--- src/rtl/frame_readout_pkg.sv ---
package frame_readout_pkg;

    // How the eight channel results are spread across the output lanes.
    typedef enum logic [1:0] {
        LAYOUT_ONE  = 2'd0,
        LAYOUT_TWO  = 2'd1,
        LAYOUT_FOUR = 2'd2
    } layout_e;

    localparam int NUM_LANES = 4;
    localparam int NUM_CH    = 2 * NUM_LANES;

endpackage

--- src/rtl/frame_input_history.sv ---
module frame_input_history #(
    parameter int          W       = 3,
    parameter logic [W-1:0] RST_VAL = '0
) (
    input  logic         clk,
    input  logic         rst_n,
    input  logic [W-1:0] din,
    output logic [W-1:0] prev
);

    logic [W-1:0] hist_d, hist_q;

    always_comb begin
        hist_d = din;
    end

    always_ff @(posedge clk or negedge rst_n) begin
        if (!rst_n) hist_q <= RST_VAL;
        else        hist_q <= hist_d;
    end

    assign prev = hist_q;

endmodule

--- src/rtl/frame_lane_select.sv ---
module frame_lane_select
    import frame_readout_pkg::*;
#(
    parameter int WORD_W = 16,
    parameter int LANE   = 0,
    parameter int WIDX_W = 4,
    parameter int BIT_W  = 4
) (
    input  layout_e                  layout,
    input  logic [WIDX_W-1:0]        word,
    input  logic [WIDX_W-1:0]        words,
    input  logic [BIT_W-1:0]         bit_idx,
    input  logic [NUM_CH*WORD_W-1:0] results,
    input  logic                     open,
    input  logic                     chain_bit,
    input  logic                     chain_ok,
    output logic                     oe,
    output logic                     data
);

    localparam logic [BIT_W-1:0] BIT_TOP = BIT_W'(WORD_W - 1);

    logic [WORD_W-1:0]         ch_word [NUM_CH];
    logic [1:0]                pair;
    logic [$clog2(NUM_CH)-1:0] ch;
    logic [WORD_W-1:0]         cur;
    logic [BIT_W-1:0]          pos;
    logic                      active;
    logic                      local_phase;

    always_comb begin
        for (int k = 0; k < NUM_CH; k++) begin
            ch_word[k] = results[k*WORD_W +: WORD_W];
        end
        case (layout)
            LAYOUT_ONE: pair = word[2:1];
            LAYOUT_TWO: pair = {word[1], 1'b0} | 2'(LANE);
            default:    pair = 2'(LANE);
        endcase
        ch          = {pair, word[0]};
        cur         = ch_word[ch];
        pos         = BIT_TOP - bit_idx;
        active      = (LANE == 0) || (layout == LAYOUT_FOUR) ||
                      ((LANE == 1) && (layout == LAYOUT_TWO));
        local_phase = (word < words);
        oe          = open && active;
        if (!oe)              data = 1'b0;
        else if (local_phase) data = cur[pos];
        else                  data = chain_ok && chain_bit;
    end

endmodule

--- src/rtl/frame_serial_readout.sv ---
module frame_serial_readout
    import frame_readout_pkg::*;
#(
    parameter int WORD_W = 16
) (
    input  logic                     clk,
    input  logic                     rst_n,
    input  logic                     sclk,
    input  logic                     fs_n,
    input  logic                     conv_a,
    input  logic                     sel_b,
    input  logic                     sel_cd,
    input  logic                     chain_en,
    input  logic [NUM_LANES-1:0]     chain_in,
    input  logic [NUM_CH*WORD_W-1:0] results,
    output logic [NUM_LANES-1:0]     lane_data,
    output logic [NUM_LANES-1:0]     lane_oe
);

    localparam int BIT_W  = $clog2(WORD_W);
    localparam int WIDX_W = $clog2(NUM_CH + 1);
    localparam logic [BIT_W-1:0]  BIT_LAST   = BIT_W'(WORD_W - 1);
    localparam logic [WIDX_W-1:0] WORDS_ONE  = WIDX_W'(NUM_CH);
    localparam logic [WIDX_W-1:0] WORDS_TWO  = WIDX_W'(NUM_CH / 2);
    localparam logic [WIDX_W-1:0] WORDS_FOUR = WIDX_W'(NUM_CH / NUM_LANES);

    typedef struct packed {
        logic                  open;
        logic [BIT_W-1:0]      bit_idx;
        logic [WIDX_W-1:0]     word;
        layout_e               layout;
        logic                  sel_b;
        logic                  chain_en;
        logic [NUM_LANES-1:0]  chain;
    } seq_t;

    localparam seq_t SEQ_RST = '{
        open: 1'b0, bit_idx: '0, word: '0, layout: LAYOUT_ONE,
        sel_b: 1'b0, chain_en: 1'b0, chain: '0
    };

    // Input history: {conv_a, fs_n, sclk}
    logic [2:0] in_prev;

    frame_input_history #(.W(3), .RST_VAL(3'b011)) hist_i (
        .clk   (clk),
        .rst_n (rst_n),
        .din   ({conv_a, fs_n, sclk}),
        .prev  (in_prev)
    );

    logic sclk_fall, fs_fall, conv_rise, advance;
    logic [WIDX_W-1:0] words;
    seq_t seq_d, seq_q;

    always_comb begin
        sclk_fall = in_prev[0] && !sclk;
        fs_fall   = in_prev[1] && !fs_n;
        conv_rise = !in_prev[2] && conv_a;
        advance   = sclk_fall && seq_q.open && !fs_n && !fs_fall;
        case (seq_q.layout)
            LAYOUT_ONE: words = WORDS_ONE;
            LAYOUT_TWO: words = WORDS_TWO;
            default:    words = WORDS_FOUR;
        endcase

        seq_d = seq_q;
        if (fs_fall) begin
            seq_d.open     = 1'b1;
            seq_d.bit_idx  = '0;
            seq_d.layout   = sel_cd ? LAYOUT_FOUR : (sel_b ? LAYOUT_TWO : LAYOUT_ONE);
            seq_d.sel_b    = sel_b;
            seq_d.chain_en = chain_en;
            seq_d.chain    = chain_in;
        end else if (fs_n) begin
            seq_d.open = 1'b0;
        end

        if (conv_rise) begin
            seq_d.word    = '0;
            seq_d.bit_idx = '0;
        end else if (advance) begin
            seq_d.chain = chain_in;
            if (seq_q.word < words) begin
                if (seq_q.bit_idx == BIT_LAST) begin
                    seq_d.bit_idx = '0;
                    seq_d.word    = seq_q.word + 1'b1;
                end else begin
                    seq_d.bit_idx = seq_q.bit_idx + 1'b1;
                end
            end
        end
    end

    always_ff @(posedge clk or negedge rst_n) begin
        if (!rst_n) seq_q <= SEQ_RST;
        else        seq_q <= seq_d;
    end

    generate
        for (genvar g = 0; g < NUM_LANES; g++) begin : g_lane
            logic chain_ok;
            if (g == 0) begin : g_ok0
                assign chain_ok = seq_q.chain_en;
            end else if (g == 1) begin : g_ok1
                assign chain_ok = seq_q.chain_en && seq_q.sel_b;
            end else begin : g_okn
                assign chain_ok = seq_q.chain_en && (seq_q.layout == LAYOUT_FOUR);
            end

            frame_lane_select #(
                .WORD_W (WORD_W),
                .LANE   (g),
                .WIDX_W (WIDX_W),
                .BIT_W  (BIT_W)
            ) lane_i (
                .layout    (seq_q.layout),
                .word      (seq_q.word),
                .words     (words),
                .bit_idx   (seq_q.bit_idx),
                .results   (results),
                .open      (seq_q.open),
                .chain_bit (seq_q.chain[g]),
                .chain_ok  (chain_ok),
                .oe        (lane_oe[g]),
                .data      (lane_data[g])
            );
        end
    endgenerate

endmodule

--- config.mk ---
export PLATFORM = sky130hd
export DESIGN_NAME = frame_serial_readout
export DESIGN_NICKNAME = d
export VERILOG_FILES = /design/src/rtl/frame_readout_pkg.sv /design/src/rtl/frame_input_history.sv /design/src/rtl/frame_lane_select.sv /design/src/rtl/frame_serial_readout.sv
export SDC_FILE = /design/constraint.sdc
export NUM_CORES = 1
export LEC_CHECK = 0
export ABC_AREA = 0
export BUFFER_PORTS_ARGS = -buffer_cell sky130_fd_sc_hd__clkbuf_2
export CAP_MARGIN = 20
export CORE_ASPECT_RATIO = 0.8
export CORE_MARGIN = 2
export CORE_UTILIZATION = 51
export DETAILED_ROUTE_END_ITERATION = 7
export HOLD_SLACK_MARGIN = 0.1
export MAX_ROUTING_LAYER = met4
export PLACE_DENSITY = 0.86
export RECOVER_POWER = 50
export SYNTH_ARGS = -nofsm -noshare
export SYNTH_HDL_FRONTEND = slang
export SYNTH_HIERARCHICAL = 1
export SYNTH_SLANG_ARGS = --single-unit
export TNS_END_PERCENT = 50
--- constraint.sdc ---
create_clock -name clk -period 3.5 [get_ports clk]
set_input_delay 0.875 -clock clk [delete_from_list [all_inputs] [get_ports clk]]
set_output_delay 0.875 -clock clk [all_outputs]
set_load 0.005 [all_outputs]
==> results of run 1 <==
## Yosys cell counts, drive strengths merged (4+ instances only)
| master | n |
|---|---|
| mux2i | 25 |
| and2 | 7 |
| nor2b | 6 |
| buf | 36 |
| a32oi | 4 |
| a21oi | 22 |
| a311oi | 4 |
| dfrtp | 18 |
| or3 | 8 |
| o2111ai | 4 |
| mux4 | 107 |
| o211ai | 6 |
| nor4 | 10 |
| mux2 | 14 |
| and3 | 5 |
| ha | 18 |
| a31oi | 22 |
| nor3b | 19 |
| o21ai | 14 |
| inv | 29 |
| nor3 | 11 |
| a2111oi | 13 |
| nand2 | 60 |
| a22oi | 5 |
| a21o | 6 |
| a211oi | 9 |
| clkbuf | 17 |
| nand2b | 9 |
| nor2 | 25 |
| nand4 | 8 |
| nand3 | 35 |
## power breakdown
part	total, mW	switching (mW)	internal [mW]	leakage (nW)
Clock	0.324	0.0962	0.227	0.0511
Combinational	1.05	0.536	0.518	2.96
Sequential	0.270	0.0207	0.250	0.246
## path summary, 6_finish.rpt
kind	start	slack, ps	end	cells after the start
min in group asynchronous	rst_n	790	seq_q[1]	1
worst max register to register	seq_q[7]	1030	seq_q[14]	8
worst max-delay path	seq_q[6]	-300	lane_data[2]	10
worst min register to register	seq_q[3]	530	seq_q[3]	1
worst min-delay path	seq_q[3]	530	seq_q[3]	1
max in group asynchronous	rst_n	1930	seq_q[8]	1
## routing by layer
metal  wire, microns  share of wire  up-vias
met1            9802           0.37     3542
met3            3641           0.14      146
met4            1201          0.045        0
li1                -              -     2991
met2           12000           0.45      722
met5               0              0        -
## repair_timing
| action | CTS | global route |
|---|---|---|
| gates resized for setup | 18 | 33 |
| buffers inserted | 11 | 3 |
| endpoints found under the setup margin | 4 | 4 |
| pin swaps | 13 | 12 |
| gates cloned | 2 | 0 |
## kinds of logic (layout without fill, tap and decap cells)
logic type	after synthesis	in the layout	share of synthesized area
other cells	1	4	0.0006055
buf+inv	82	310	0.07192
fa+ha+maj	18	18	0.03636
mux	146	146	0.4646
simple gates	220	220	0.1992
xor+xnor	1	1	0.001414
flops	20	20	0.08121
compound gates	121	121	0.1446
## sequential cells by signal (all words and copies together), names as in the netlist
signal and count:
g_lane.chain_ok 1, hist_i/prev 3, seq_q 16
## per-stage QoR
stage | instance area, sq um | util | hold WS (ps) | setup WS, ps | power, mW
detailed placement | 7774 | 0.6648 | 501.1 | -164.1 | 1.168
global placement | 7774 | 0.6648 | 489.6 | -152.4 | 1.129
global route | 8280 | 0.7082 | 535.1 | -321.4 | 1.689
floorplan | 6205 | - | 470.5 | 73.27 | 0.7508
CTS | 8119 | 0.6944 | 513.8 | -250.8 | 1.565
finish | 8280 | 0.7082 | 530.7 | -295.1 | 1.648
## worst max-delay path: cells and delay by family, from the launching register on
kind | cells | cell delay (ps)
compound gates | 2 | 320
flops | 1 | 460
simple gates | 4 | 1050
mux | 1 | 340
buf+inv | 3 | 480
## final cells by class
cell class / count / area, sq um / area share
Multi-Input combinational cell: 510 / 5453 / 0.6585
Timing Repair Buffer: 277 / 1918 / 0.2316
Clock buffer: 3 / 75.07 / 0.009066
Sequential cell: 20 / 510.5 / 0.06165
Tap cell: 148 / 185.2 / 0.02236
Clock inverter: 1 / 30.03 / 0.003626
Inverter: 29 / 108.9 / 0.01315
==> flow_summary.ini, run 1 <==
[clocking]
ctsRootBufferMaster = clkbuf_16
postCtsHoldBufs = 0
cts_buffers = 3
cts_tree = yes
htree_levels = 1
clock_latency_ps = 260
clk_transition_reported_paths_ps = 60
clock_sinks = 20
clockBufferDepth = 2

[synthesis]
ys_warn_count = 6
synth_cell_types = 76
synthTopCellsByArea = mux4_2 (33%), dfrtp_1 (7.3%), mux4_1 (6.8%)
syn-mean-instance-area_sq_um = 10.17
synth_enable_flop_cells = 0
synth-seq-area-share = 0.08121
mappedNetlistArea_sq_mm = 0.006193
synth-seq-cells = 20
synth-main-ff-cell = dfrtp_1
synth_top_area_frac = 0.3309
netlist_instances = 609
async_flop_share = 1.000
synth.largest_area_cell = mux4_2

[global_routing]
grt_pass1_wl_mm = 39.40
grt_usage = 0.4058
grt_remaining_overflow = 0
use_met3 = 0.08303
grt_pass1_vias = 7069
grt.met1_usage = 0.5414
busiest_layer = met2
grt_max_degree = 35
antenna_found_initial = 0
use_met2 = 0.6315

[placed_design]
hpwl_mm = 19.83
gp_congestion = 1.039
numPortBuffers = 147
dpl.cell_count = 968

[critical_path]
startpoint_type = register
critPathMaxFanout = 5
crit_type = register to output pin
arrival_ps = 2920
max_stage_delay_ps = 510
cp.required_ps = 2620
path_cells = buf_6 -> nor3b_4 -> buf_4 -> mux4_2 -> nand2_1 -> a21oi_1 -> or4b_1 -> and4b_1 -> o31a_1 -> clkbuf_2
cp-end-kind = output pin
cpMaxStageDelayCell = or4b_1

[route]
route.detailed.drc = 0
wl_per_cell_microns = 26.97
ant_nets = 0
wirelength_mm = 26.65
viasPerCell = 7.491
num_vias = 7401
dr.pass1.iters = 5
drt_iter0_drc = 1365

[timing]
final_max_slew_viol_count = 0
tns_ps = -1077
relSlewSlack = 0.2768
worst_slew_pin_slew_ps = 1085
skew_ps = 2.917
finalSetupViolations = 4
timing.fmax_ghz = 0.2635
fin_crit_ps = 3795
rsz0062_at_grt = yes
fin_crit_sh = 1.084
hold_viol = 0
post-route-worst-setup-slack_ps = -295.1

[floorplan]
ios = 148
die_h_microns = 102.6
start_util = 0.5297
die_width_microns = 127.2
dieArea_sq_mm = 0.01305
core_area_sq_mm = 0.01169
rows = 35

[layout]
final_common_cell = clkbuf_2
drive_above_1_share = 0.5179
area_growth_pct = 33.70
fillers = 817
fin_cells = 988
nets = 999
n_antenna_cell = 0
final_cell_mix = clkbuf_2 (143), buf_4 (112), mux4_2 (92)

[job]
cap_violations = 0

[worst_hold_path]
hp-class = register to register

[outcome]
violations = setup timing
status = complete, but fails checks

[pwr]
max-vdd-ir-drop_mv = 0.2776
leakage_nw = 3.258
powerDensity_mw_per_mm2 = 199.1
Note: power is estimated with default switching activity, not from simulation.
==> inputs of run 2 (changes only) <==
--- a/config.mk
+++ b/config.mk
@@ -8,7 +8,7 @@
 export ABC_AREA = 0
 export BUFFER_PORTS_ARGS = -buffer_cell sky130_fd_sc_hd__clkbuf_2
 export CAP_MARGIN = 20
-export CORE_ASPECT_RATIO = 0.8
+export CORE_ASPECT_RATIO = 1.1
 export CORE_MARGIN = 2
 export CORE_UTILIZATION = 51
 export DETAILED_ROUTE_END_ITERATION = 7
==> run 2 against run 1 <==
Compared with the run above: utilization decreased by 3.7 points; routed wire length decreased by 11%; the flow still finishes with violations (setup timing); cell area shrank 3.3%; largest power group unchanged; clock skew is 1.3 ps lower; final cell count down 1.1%; sequential power barely moved.
==> flow_summary.ini, run 2 (synthesis gave the netlist of run 1 again) <==
[layout]
fillers = 919
nets = 982
final_cell_mix = clkbuf_2 (143), mux4_2 (93), buf_4 (90)
drive_above_1_share = 0.4885
final_common_cell = clkbuf_2
n_antenna_cell = 0
largest_reg_flops = 16
area_growth_pct = 29.29
regMostFlops = seq_q

[placed_design]
gp_congestion = 1.017
numPortBuffers = 147
hpwl_mm = 17.83
pre_cts_ws_ps = -187.0

[floorplan]
ios = 148
dieArea_sq_mm = 0.01304
core_area_sq_mm = 0.01193
die_width_microns = 109.1
start_util = 0.5192
die_h_microns = 119.6
rows = 42

[global_routing]
grt_remaining_overflow = 0
grt_max_degree = 33
antenna_found_initial = 0
grt_pass1_vias = 7018
grt_pass1_wl_mm = 35.89
grt_usage = 0.3656

[outcome]
violations = setup timing
status = complete, but fails checks

[clocking]
clock_latency_ps = 260
clockBufferDepth = 2
postCtsHoldBufs = 0
cts_tree = yes
htree_levels = 1
cts_buffers = 3
clk_transition_reported_paths_ps = 50
clock_sinks = 20
ctsRootBufferMaster = clkbuf_16

[route]
ant_nets = 0
route.detailed.drc = 0
viasPerCell = 7.329
num_vias = 7160
dr.pass1.iters = 7
drt_iter0_drc = 1214
wl_per_cell_microns = 24.26
wirelength_mm = 23.71

[job]
cap_violations = 0

[timing]
tns_ps = -898.5
skew_ps = 1.646
fin_crit_ps = 3789
final_max_slew_viol_count = 0
hold_viol = 0
worst_slew_pin_slew_ps = 1092
finalSetupViolations = 4
timing.fmax_ghz = 0.2639
rsz0062_at_grt = yes
relSlewSlack = 0.2721
post-route-worst-setup-slack_ps = -288.9
fin_crit_sh = 1.083

[critical_path]
startpoint_type = register
cp_top_family = compound AO/OA/AOI/OAI gates
path_buf_inv = 3
crit_type = register to output pin
cpMaxStageDelayCell = mux4_2
arrival_ps = 2910
r2r-start = seq_q[7]
ff2ff_setup_slack_ps = 1260
critPathMaxFanout = 8
ff2ff_path_depth = 7
r2r_end = seq_q[14]
cp-end-kind = output pin
path_cells = inv_1 -> ha_2 -> a22o_4 -> buf_4 -> mux4_2 -> a21boi_1 -> a32oi_1 -> a22oi_2 -> o31ai_4 -> clkbuf_2
cp.required_ps = 2620
max_stage_delay_ps = 530

[worst_hold_path]
hp-class = register to register
min_to = seq_q[5]
min_path_cells = 1
hp-start = seq_q[5]

[pwr]
leakage_nw = 3.122
powerDensity_mw_per_mm2 = 182.2
max-vdd-ir-drop_mv = 0.3263
## run 2: worst max path at each step
stage | start | to | slack (ps) | depth (start not counted)
3_3_place_gp | results[20] | lane_data[2] | -170 | 8
5_1_grt | seq_q[7] | lane_data[0] | -310 | 11
6_report | seq_q[7] | lane_data[1] | -290 | 10
4_1_cts | seq_q[6] | lane_data[1] | -160 | 9
2_1_floorplan | seq_q[7] | lane_data[1] | 70 | 10
3_5_place_dp | results[53] | lane_data[2] | -190 | 8
## run 2: power by group
part / internal, mW / switching (mW) / total (mW)
logic: 0.465 / 0.485 / 0.950
registers: 0.250 / 0.0171 / 0.267
clock network: 0.155 / 0.0871 / 0.242
total: 0.870 / 0.589 / 1.46
## run 2: area by class of cell
type | instances | area, sq um | area share
clock buffers | 4 | 78.83 | 0.009844
inverters | 29 | 108.9 | 0.01359
multi-input cells | 510 | 5326 | 0.6652
flip-flops and latches | 20 | 509.2 | 0.06359
well taps | 154 | 192.7 | 0.02406
repair buffers | 260 | 1792 | 0.2238
## run 2: layer usage
metal | routed length [microns] | vias up | share of wire | GRT usage
met5 | 0 | - | 0 | -
met3 | 3347 | 179 | 0.14 | 0.08311
met4 | 1498 | 0 | 0.063 | 0.1675
met2 | 11100 | 684 | 0.47 | 0.5831
met1 | 7764 | 3351 | 0.33 | 0.4393
li1 | - | 2946 | - | -
## run 2: what timing repair did
action / CTS / global route
resized for setup: 21 / 12
setup endpoints to repair: 4 / 4
pin swaps: 10 / 8
gates cloned: 2 / 0
setup buffers: 8 / 1
## run 2: per-stage QoR
step | instance area [sq um] | instances | util | power (mW) | hold slack (ps)
global placement | 7691 | 962 | 0.6447 | 1.116 | 481.4
detailed placement | 7691 | 962 | 0.6447 | 1.133 | 488.5
global route | 8008 | 977 | 0.6713 | 1.512 | 539.9
finish | 8008 | 977 | 0.6713 | 1.459 | 505.5
CTS | 7963 | 976 | 0.6675 | 1.410 | 504.1
floorplan | 6205 | 612 | - | 0.7508 | 470.5
## run 2: worst reg2reg max path, stage by stage (launching register included)
cell	delay [ps]
dfrtp_1	410
buf_4	200
or2_2	300
ha_1	200
nor2_1	270
o211a_1	330
o21ai_0	110
nor4_1	310
==> inputs of run 3 (changes only) <==
--- a/config.mk
+++ b/config.mk
@@ -16,6 +16,7 @@
 export MAX_ROUTING_LAYER = met4
 export PLACE_DENSITY = 0.86
 export RECOVER_POWER = 50
+export SKIP_CTS_REPAIR_TIMING = 1
 export SYNTH_ARGS = -nofsm -noshare
 export SYNTH_HDL_FRONTEND = slang
 export SYNTH_HIERARCHICAL = 1
==> run 3 against run 2 <==
Compared with the run above: critical endpoint unchanged; hold slack gained 2.7 ps; the flow still finishes with violations (setup timing); utilization rose by 1.4 points; worst setup slack improved by 17 ps; global-route usage shrank 1.2 points; register-to-register slack about the same; final cell count down 0.10%; non-clock buffer count down 1; sequential power hardly changed; sequential cell count unchanged.
==> flow_summary.ini, run 3 (synthesis gave the netlist of run 1 again) <==
[global_routing]
grt_pass1_vias = 6744
grt_usage = 0.3536
grt_pass1_wl_mm = 34.74
grt_remaining_overflow = 0
grt_max_degree = 34
antenna_found_initial = 0

[outcome]
violations = setup timing
status = complete, but fails checks

[timing]
tns_ps = -934.1
timing.fmax_ghz = 0.2651
post-route-worst-setup-slack_ps = -271.7
finalSetupViolations = 4
rsz0062_at_grt = yes
skew_ps = 1.397
final_max_slew_viol_count = 0
hold_viol = 0
worst_slew_pin_slew_ps = 1102
fin_crit_ps = 3772
relSlewSlack = 0.2656
fin_crit_sh = 1.078

[route]
wl_per_cell_microns = 24.40
viasPerCell = 7.379
num_vias = 7202
wirelength_mm = 23.82
route.detailed.drc = 0
ant_nets = 0
dr.pass1.iters = 6
drt_iter0_drc = 1305

[clocking]
cts_buffers = 3
clock_sinks = 20
ctsRootBufferMaster = clkbuf_16
cts_tree = yes
clk_transition_reported_paths_ps = 50
htree_levels = 1
clockBufferDepth = 2
clock_latency_ps = 260

[layout]
final_common_cell = clkbuf_2
nets = 981
largest_reg_flops = 16
final_cell_mix = clkbuf_2 (142), mux4_2 (92), buf_4 (87)
regArea_sq_um = 509.2
multi_input_area_sq_mm = 0.005469
utilization = 0.6852
n_antenna_cell = 0
fillers = 889
drive_above_1_share = 0.5146
regMostFlops = seq_q
area_growth_pct = 31.98

[worst_hold_path]
hp-class = register to register
min_path_cells = 1

[floorplan]
die_h_microns = 119.6
dieArea_sq_mm = 0.01304
die_width_microns = 109.1
rows = 42
core_area_sq_mm = 0.01193
ios = 148
start_util = 0.5192

[job]
cap_violations = 0

[pwr]
clkPwrFrac = 0.161
finalPower_mw = 1.504
seqPwrFrac = 0.178
leakage_nw = 3.148
powerDensity_mw_per_mm2 = 184.0
swShare = 0.4060
power_switching_mw = 0.6107
combPwrFrac = 0.662
p_int_mw = 0.8934
max-vdd-ir-drop_mv = 0.3092

[placed_design]
gp_congestion = 1.017
numPortBuffers = 147
hpwl_mm = 17.83

[critical_path]
crit_type = register to output pin
ff2ff_path_depth = 7
cp.required_ps = 2620
critPathMaxFanout = 9
startpoint_type = register
cp-end-kind = output pin
arrival_ps = 2900
[run 3: path summary, 6_finish.rpt]
| check | startpoint | end | slack (ps) |
|---|---|---|---|
| min in group asynchronous | rst_n | hist_i/prev[2] | 810 |
| setup reg to reg | seq_q[6] | seq_q[14] | 1260 |
| setup / recovery | seq_q[6] | lane_data[1] | -270 |
| max in group asynchronous | rst_n | seq_q[8] | 1900 |
| hold / removal | seq_q[5] | seq_q[5] | 510 |
| hold reg to reg | seq_q[5] | seq_q[5] | 510 |
[run 3: worst max-delay path, cell delays in order, from the launching register on]
cell      delay, ps
dfrtp_2         460
inv_1           120
ha_4            160
nor3b_4         270
buf_12          190
buf_4           120
mux4_2          300
nor4_1          250
nor3_1          120
a32oi_1         290
buf_4           170
o31ai_2          70
clkbuf_2        110
[run 3: metrics by stage]
| step | setup WS [ps] | instance area (sq um) | cells | hold WS, ps |
|---|---|---|---|---|
| 2_1_floorplan | 73.27 | 6205 | 612 | 470.5 |
| 3_3_place_gp | -174.4 | 7691 | 962 | 481.4 |
| 3_5_place_dp | -187.0 | 7691 | 962 | 488.5 |
| 4_1_cts | -316.3 | 7770 | 966 | 504.1 |
| 5_1_grt | -408.3 | 8174 | 976 | 539.9 |
| 6_report | -271.7 | 8174 | 976 | 508.2 |
[run 3: layer usage]
layer  vias to the layer above  wire [microns]  track usage
li1                       2954               -            -
met5                         -               0            -
met1                      3372            8112       0.4431
met4                         0            1148       0.1362
met3                       154            3187      0.06029
met2                       722           11370       0.5710
[run 3: area by class of cell]
class | instances | area share
clock buffers | 4 | 0.009643
inverters | 29 | 0.01332
multi-input cells | 510 | 0.6691
flip-flops and latches | 20 | 0.06230
well taps | 154 | 0.02357
repair buffers | 259 | 0.2221
[run 3: power groups by stage]
stage | Combinational (mW) | Clock, mW | Sequential [mW]
5_1_grt | 1.04 | 0.251 | 0.269
6_report | 0.995 | 0.242 | 0.267
3_5_place_dp | 0.865 | 0 | 0.268
2_1_floorplan | 0.478 | 0 | 0.273
4_1_cts | 0.874 | 0.245 | 0.264
3_3_place_gp | 0.850 | 0 | 0.266
